**src/rtl/pd_postdiv_pkg.sv**
```systemverilog
package pd_postdiv_pkg;
   // largest base log2 ratio among the select codes
   localparam int unsigned BASE_LOG_MAX = 3;

   // log2 of the base ratio for a select code: 00->1, 01->2, 10->3, 11->0
   function automatic logic [1:0] base_log(input logic [1:0] sel);
      logic [1:0] r;
      case (sel)
         2'b00:   r = 2'd1;
         2'b01:   r = 2'd2;
         2'b10:   r = 2'd3;
         default: r = 2'd0;
      endcase
      return r;
   endfunction
endpackage

```
**src/rtl/pd_step_ctrl.sv**
```systemverilog
module pd_step_ctrl #(
   parameter int unsigned PD_STEPS = 4,
   parameter int unsigned STEP_W   = 3
) (
   input  logic              clk,
   input  logic              rst_n,
   input  logic              ref_stb,
   input  logic              pwr_dn,
   output logic [STEP_W-1:0] step
);
   localparam logic [STEP_W-1:0] TOP = STEP_W'(PD_STEPS);

   logic [STEP_W-1:0] step_q;

   always_ff @(posedge clk) begin
      if (!rst_n) begin
         step_q <= '0;
      end else if (ref_stb) begin
         if (pwr_dn && step_q != TOP)
            step_q <= step_q + 1'b1;
         else if (!pwr_dn && step_q != '0)
            step_q <= step_q - 1'b1;
      end
   end

   assign step = step_q;


   step_limit_chk: assert property (@(posedge clk) disable iff (!rst_n)
      step_q <= TOP);


   step_paced_chk: assert property (@(posedge clk) disable iff (!rst_n)
      !ref_stb |=> $stable(step_q));
endmodule

```
**src/rtl/pd_phase_gen.sv**
```systemverilog
module pd_phase_gen
   import pd_postdiv_pkg::*;
#(
   parameter int unsigned LOG_W  = 3,
   parameter int unsigned CNT_W  = 7,
   parameter int unsigned STEP_W = 3
) (
   input  logic              clk,
   input  logic              rst_n,
   input  logic [1:0]        div_sel,
   input  logic [STEP_W-1:0] step,
   output logic              hi_nxt,
   output logic              fall_nxt
);
   logic             phase_q;
   logic [CNT_W-1:0] cnt_q;
   logic [LOG_W-1:0] log_q;
   logic [CNT_W:0]   span;
   logic [CNT_W-1:0] last;
   logic             at_end;

   always_comb begin
      span     = (CNT_W+1)'(1) << log_q;
      last     = CNT_W'(span - 1'b1);
      at_end   = (cnt_q == last);
      hi_nxt   = at_end ? ~phase_q : phase_q;
      fall_nxt = at_end & phase_q;
   end

   always_ff @(posedge clk) begin
      if (!rst_n) begin
         phase_q <= 1'b0;
         cnt_q   <= '0;
         log_q   <= '0;
      end else if (at_end) begin
         cnt_q   <= '0;
         phase_q <= ~phase_q;
         if (!phase_q)
            log_q <= LOG_W'(base_log(div_sel)) + LOG_W'(step);
      end else begin
         cnt_q <= cnt_q + 1'b1;
      end
   end


   ratio_at_boundary_chk: assert property (@(posedge clk) disable iff (!rst_n)
      !$stable(log_q) |-> $rose(phase_q));


   cnt_bound_chk: assert property (@(posedge clk) disable iff (!rst_n)
      cnt_q <= last);
endmodule

```
**src/rtl/pd_oe_sync.sv**
```systemverilog
module pd_oe_sync (
   input  logic clk,
   input  logic rst_n,
   input  logic hi_nxt,
   input  logic fall_nxt,
   input  logic out_en,
   output logic clk_out,
   output logic clk_out_n
);
   logic en_q;
   logic out_q;
   logic en_nxt;

   assign en_nxt = fall_nxt ? out_en : en_q;

   always_ff @(posedge clk) begin
      if (!rst_n) begin
         en_q  <= 1'b0;
         out_q <= 1'b0;
      end else begin
         en_q  <= en_nxt;
         out_q <= hi_nxt & en_nxt;
      end
   end

   assign clk_out   = out_q;
   assign clk_out_n = ~out_q;


   en_change_low_chk: assert property (@(posedge clk) disable iff (!rst_n)
      !$stable(en_q) |-> !out_q);


   rise_enabled_chk: assert property (@(posedge clk) disable iff (!rst_n)
      $rose(out_q) |-> en_q);
endmodule

```
**src/rtl/pd_clk_postdiv.sv**
```systemverilog
module pd_clk_postdiv #(
   parameter int unsigned PD_STEPS = 4
) (
   input  logic       clk2x,
   input  logic       rst_n,
   input  logic       ref_stb,
   input  logic [1:0] div_sel,
   input  logic       pwr_dn,
   input  logic       out_en,
   output logic       clk_out,
   output logic       clk_out_n
);
   localparam int unsigned CNT_W  = pd_postdiv_pkg::BASE_LOG_MAX + PD_STEPS;
   localparam int unsigned LOG_W  = $clog2(CNT_W + 1);
   localparam int unsigned STEP_W = $clog2(PD_STEPS + 1);

   generate
      if (PD_STEPS < 1 || PD_STEPS > 8) begin : g_bad_steps
         $error("PD_STEPS must lie in 1..8");
      end
   endgenerate

   logic [STEP_W-1:0] step;
   logic              hi_nxt;
   logic              fall_nxt;

   pd_step_ctrl #(.PD_STEPS(PD_STEPS), .STEP_W(STEP_W)) u_step (
      .clk     (clk2x),
      .rst_n   (rst_n),
      .ref_stb (ref_stb),
      .pwr_dn  (pwr_dn),
      .step    (step)
   );

   pd_phase_gen #(.LOG_W(LOG_W), .CNT_W(CNT_W), .STEP_W(STEP_W)) u_phase (
      .clk      (clk2x),
      .rst_n    (rst_n),
      .div_sel  (div_sel),
      .step     (step),
      .hi_nxt   (hi_nxt),
      .fall_nxt (fall_nxt)
   );

   pd_oe_sync u_oe (
      .clk       (clk2x),
      .rst_n     (rst_n),
      .hi_nxt    (hi_nxt),
      .fall_nxt  (fall_nxt),
      .out_en    (out_en),
      .clk_out   (clk_out),
      .clk_out_n (clk_out_n)
   );


   complement_chk: assert property (@(posedge clk2x) disable iff (!rst_n)
      clk_out_n != clk_out);
endmodule

```
**config.mk**
```make
export PLATFORM = sky130hd
export DESIGN_NAME = pd_clk_postdiv
export DESIGN_NICKNAME = d
export VERILOG_FILES = /design/src/rtl/pd_postdiv_pkg.sv /design/src/rtl/pd_step_ctrl.sv /design/src/rtl/pd_phase_gen.sv /design/src/rtl/pd_oe_sync.sv /design/src/rtl/pd_clk_postdiv.sv
export SDC_FILE = /design/constraint.sdc
export NUM_CORES = 1
export LEC_CHECK = 0
export CORE_ASPECT_RATIO = 2
export CORE_UTILIZATION = 35
export DETAILED_ROUTE_END_ITERATION = 7
export GPL_ROUTABILITY_DRIVEN = 0
export SLEW_MARGIN = 20
export SYNTH_ARGS = -nofsm -noshare
export SYNTH_HDL_FRONTEND = slang
export SYNTH_SLANG_ARGS = --single-unit
```
**constraint.sdc**
```tcl
create_clock -name clk2x -period 2.95 [get_ports clk2x]
set_input_delay 0.59 -clock clk2x [delete_from_list [all_inputs] [get_ports clk2x]]
set_output_delay 0.59 -clock clk2x [all_outputs]
set_load 0.03 [all_outputs]
```
=== After elaboration in Yosys (flattened, before gate mapping) ===
Cells that the tools add are included.

* Register bits after elaboration: 16
* Input bits: 7
* Output and inout bits: 2
* Logic and storage cells: 38

* Add/sub/neg operators: 5
* Eq/ne operators: 4
* Shifts and indexed selects: 1
* Multiplexer cells: 8
* Bitwise gates (word level): 5
* Reductions and logical operators: 9

{| class="wikitable"
|+ Operators by type and width
! operator !! number
|-
| adder 7 x 1 -> 7 bit, second input constant || 1
|-
| equality test 7 bit || 1
|-
| left shift 1 x 3 -> 7 bit, first input constant || 1
|-
| subtractor 7 x 1 -> 7 bit, second input constant || 1
|-
| 2-to-1 mux 2 bit || 3
|-
| 2-to-1 mux 3 bit || 2
|-
| case mux 2 bit (3 select lines) || 1
|-
| AND reduction 2 bit || 2
|-
| adder 2 x 3 -> 3 bit || 1
|-
| adder 3 x 1 -> 3 bit, second input constant || 1
|-
| inequality test 3 bit, second input constant || 1
|-
| inverter 1 bit || 3
|-
| nonzero test 3 bit || 1
|-
| subtractor 3 x 1 -> 3 bit, second input constant || 1
|-
| AND 1 bit || 2
|-
| equality test 2 x 1 -> 1 bit, second input constant || 1
|-
| equality test 2 bit, second input constant || 1
|-
| logical AND 1 bit || 2
|-
| logical NOT 2 bit || 1
|-
| 2-to-1 mux 1 bit || 2
|-
| nonzero test 2 bit || 1
|-
| OR reduction 2 bit || 1
|-
| logical NOT 1 bit || 1
|}

=== Logic depth before layout (Yosys ltp) ===
* Depth in word-level cells: 6
* Mapped depth: 8
* Mapped depth without buffers: 8

=== Hierarchy ===
A second synthesis with hierarchy kept.

* Cells, all modules: 106
* Area, all modules: 950.9 µm²

{| class="wikitable"
|+ By module, submodules not included
! module !! times used !! cells each !! area each (µm²) !! sequential area each (µm²)
|-
| pd_phase_gen || 1 || 77 || 704.4 || 220.2
|-
| pd_step_ctrl || 1 || 22 || 178.9 || 60.1
|-
| pd_oe_sync || 1 || 7 || 67.6 || 40.0
|}

=== Worst setup path before layout ===
OpenSTA, ideal clock, no wires.

* Path type: reg2reg
* From: reg u_phase.log_q[2]
* To: reg u_phase.log_q[0]
* Setup time: 0.128 ns
* Arrival time: 1.975 ns
* Data required time: 2.822 ns
* Path slack: 0.847 ns
* Cell stages (with the launch flop): 9
* Buffers on the path: 1
* Period minus slack after synthesis: 2.103 ns
* Cells stage by stage: dfxtp_1 -> buf_6 -> nor4b_2 -> o41ai_2 -> a2111oi_4 -> and2_1 -> ha_1 -> mux2i_1 -> nor2_1

* Word-level cells in the longest chain between the ends: 4

{| class="wikitable"
|+ RTL lines
! what !! RTL line !! source
|-
| from (decl) || pd_phase_gen.sv:17 || <nowiki>logic [LOG_W-1:0] log_q;</nowiki>
|-
| from (signal assigned) || pd_phase_gen.sv:39 || <nowiki>log_q <= LOG_W'(base_log(div_sel)) + LOG_W'(step);</nowiki>
|-
| left shift 1 x 3 -> 7 bit || pd_phase_gen.sv:23 || <nowiki>span = (CNT_W+1)'(1) << log_q;</nowiki>
|-
| subtractor 7 x 1 -> 7 bit || pd_phase_gen.sv:24 || <nowiki>last = CNT_W'(span - 1'b1);</nowiki>
|-
| equality test 7 bit || pd_phase_gen.sv:25 || <nowiki>at_end = (cnt_q == last);</nowiki>
|-
| AND reduction 2 bit (no line) || - ||
|}

Every way passes these cells.
A chain may end at the register's enable or synchronous reset.

=== Worst setup path in the final report ===
* From: reg u_phase.log_q[1]
* To: reg u_phase.log_q[0]

Same word-level chain as after synthesis.

==> run summary <==
outcome = completed
Clock Path Buffers = 2
crit path kind = register to register
#FFs+latches synth = 16
commonest non-fill, non-tap cell in the layout = dfxtp_1
slew margin rel. = 63.4%
Sink Count = 16
met2 wire len = 1030 µm
critical path data required time = 3.08 ns
num ports = 9
type of destination of the critical path = register
VDD IR-drop max = 0.444 mV
FP Rows = 26
die footprint = 2950 µm²
Synth Area in Compound Gates = 20.6%
Post-CTS Setup Inserts = 0
largest family of logic cells by synthesized area = compound AO/OA/AOI/OAI gates
XOR/XNOR Fraction of Synth Area = 7.35%
fin worst setup slack = 0.572 ns
DRT iter0 DRCs = 16
Max Used Layer = met4
Ant. Diodes = 0
drt pass-1 iters = 4
clk slew on worst S/H paths = 0.06 ns
Fillers = 260
worst-margin pin slew = 0.545 ns
Clock Latency Late Sink = 0.25 ns
initial antenna violation count = 0
RSZ-0062 raised after global routing = false
Fmax achieved = 0.420 GHz
post-synthesis simple-gate area fraction = 20.1%
GRT Overall Usage = 15.6%
Critical-path top delay cell = dfxtp_1
mux cell area share after synthesis = 3.15%
Period minus WS final = 2.38 ns
Routed WL = 1830 µm
pre-CTS setup slack = 0.520 ns
Slew Limit Fails = 0
register area share after synthesis = 33.6%
worst hold path type = register to register
cts bufs inserted = 3
period utilisation layout = 80.6%
Yosys cell types = 33
Hold-fix buffers, CTS = 0
share of layout cells above drive strength 1 = 10.6%
initial core utilization = 37.1%
CP peak stage delay = 0.55 ns
number of global-route vias before repair = 773
WL met1 = 651 µm
PostCTS Resize Cnt = 0
# setup viols final = 0
GR Overflow Total = 0
synthesized instance count = 104
Crit Path Max Fanout = 12
largest net degree at the start of global routing = 16
Final #Nets = 127
Leak = 0.413 nW
final count of hold timing violations = 0
Syn Area/Cell = 9.17 µm²
Setup Skew = 0.00146 ns
WL per Instance = 13.0 µm
TritonCTS clock tree = built
Via Count = 771
Critical Path Start Type = register
first-pass GRT wire length = 3190 µm
cell chain of the critical path = nor4b_2, o41ai_2, a2111oi_4, buf_4, and2_1, ha_1, mux2i_1, nor2_1
synth warn = 0
core area = 2570 µm²
Routed Antenna Nets = 0
clk root buf = clkbuf_8
most frequent cells in the layout = 16 x dfxtp_1, 8 x nor2_1, 8 x inv_1, 8 x a211oi_1, 8 x clkdlybuf4s50_1
Die Y = 75.8 µm
Area Overhead vs Synth = 16.0%
Post-synth EDFFs = 0
die width = 38.9 µm
number of H-tree levels = 1
Setup TNS = 0 ns
Remaining DRCs = 0
DR vias/cell = 5.47
met3 WL post-DR = 45 µm
Max Cap Viol = 0
power density over the cells = 807 nW/µm²
Post-Synth Adder-Cell Area = 9.45%
syn nets = 117
Netlist Area Pre-Place = 953 µm²
cell area after placement = 1050 µm²
post-DP HPWL = 1410 µm
Final Instance Area = 1110 µm²
FFs w/ async S/R, synth = 0%
most common flop cell mapped by yosys = dfxtp_1
crit path DAT = 2.51 ns
port buffer count = 8
==> cells in the mapped netlist, drive strengths merged (2+ instances only) <==
cell type  count  area [µm²]
a2111oi        2        36.3
a211oi         8        60.1
a21oi          5        25.0
and2           2        13.8
and3           3        18.8
buf            3        21.3
dfxtp         16         320
fa             2        40.0
ha             4        50.1
inv            8        30.0
mux2i          3        30.0
nand2          6        22.5
nand2b         2        12.5
nand3          4        20.0
nor2           8        30.0
nor2b          2        12.5
nor3           3        15.0
nor4b          2        30.0
o21ai          5        25.0
xnor2          4        35.0
xor2           4        35.0
==> worst max-delay path, delay by kind of cell (launching register included) <==
kind,cells,cell delay (ns)
AOI/OAI and AO/OA,2,0.48
adders and majority gates,1,0.30
buffers and inverters,1,0.21
DFF,1,0.55
muxes,1,0.22
and+or+nand+nor,3,0.51
==> metal layers <==
layer	GRT usage, %	up-vias
li1	-	386
met2	26.5	19
met4	14.2	0
met5	0	-
met3	2.33	8
met1	15.3	358
==> layout make-up <==
cell class                 count  area [µm²]  share of cell area [%]
clock buffer                   4        55.1                    4.98
multi-input combinational     76         578                    52.3
inverter                       8        30.0                    2.71
sequential                    16         320                    29.0
tap                           28        35.0                    3.17
timing repair buffer           9        87.6                    7.92
==> logic make-up after synthesis <==
logic type / after synthesis
AND/OR/NAND/NOR: 34
XOR/XNOR: 8
adder cells (fa/ha/maj): 6
buffers and inverters: 12
AO/OA/AOI/OAI: 25
flip-flops: 16
multiplexers: 3
==> worst paths after layout <==
check,slack [ns],from,cells past startpoint,to
max reg2reg,0.57,u_phase.log_q[1]$_SDFFE_PN0P_,8,u_phase.log_q[0]$_SDFFE_PN0P_
min,0.50,u_oe.en_q$_SDFF_PN0_,2,u_oe.en_q$_SDFF_PN0_
max,0.57,u_phase.log_q[1]$_SDFFE_PN0P_,8,u_phase.log_q[0]$_SDFFE_PN0P_
min reg2reg,0.50,u_oe.en_q$_SDFF_PN0_,2,u_oe.en_q$_SDFF_PN0_
==> sequential cells by signal, indices dropped and copies added, names as in the netlist <==
register,flops
u_oe.clk_out,1
u_oe.en_q,1
u_phase.cnt_q,7
u_phase.log_q,3
u_phase.phase_q,1
u_step.step,3
==> metrics by stage <==
stage	std cells	utilization, %	hold slack (ns)	power (mW)
3_5_place_dp	137	40.9	0.505	0.706
3_3_place_gp	137	40.9	0.479	0.692
5_1_grt	141	43.0	0.550	0.957
6_report	141	43.0	0.505	0.893
4_1_cts	141	43.0	0.520	0.905
2_1_floorplan	104	-	0.455	0.603
==> report_power, final <==
part           switching (mW)  total [mW]  leakage, nW  internal [mW]
combinational           0.183       0.371        0.254          0.188
sequential             0.0668       0.324        0.130          0.257
clock                  0.0786       0.197       0.0288          0.119
No activity file was read; power rests on OpenSTA's default activity.
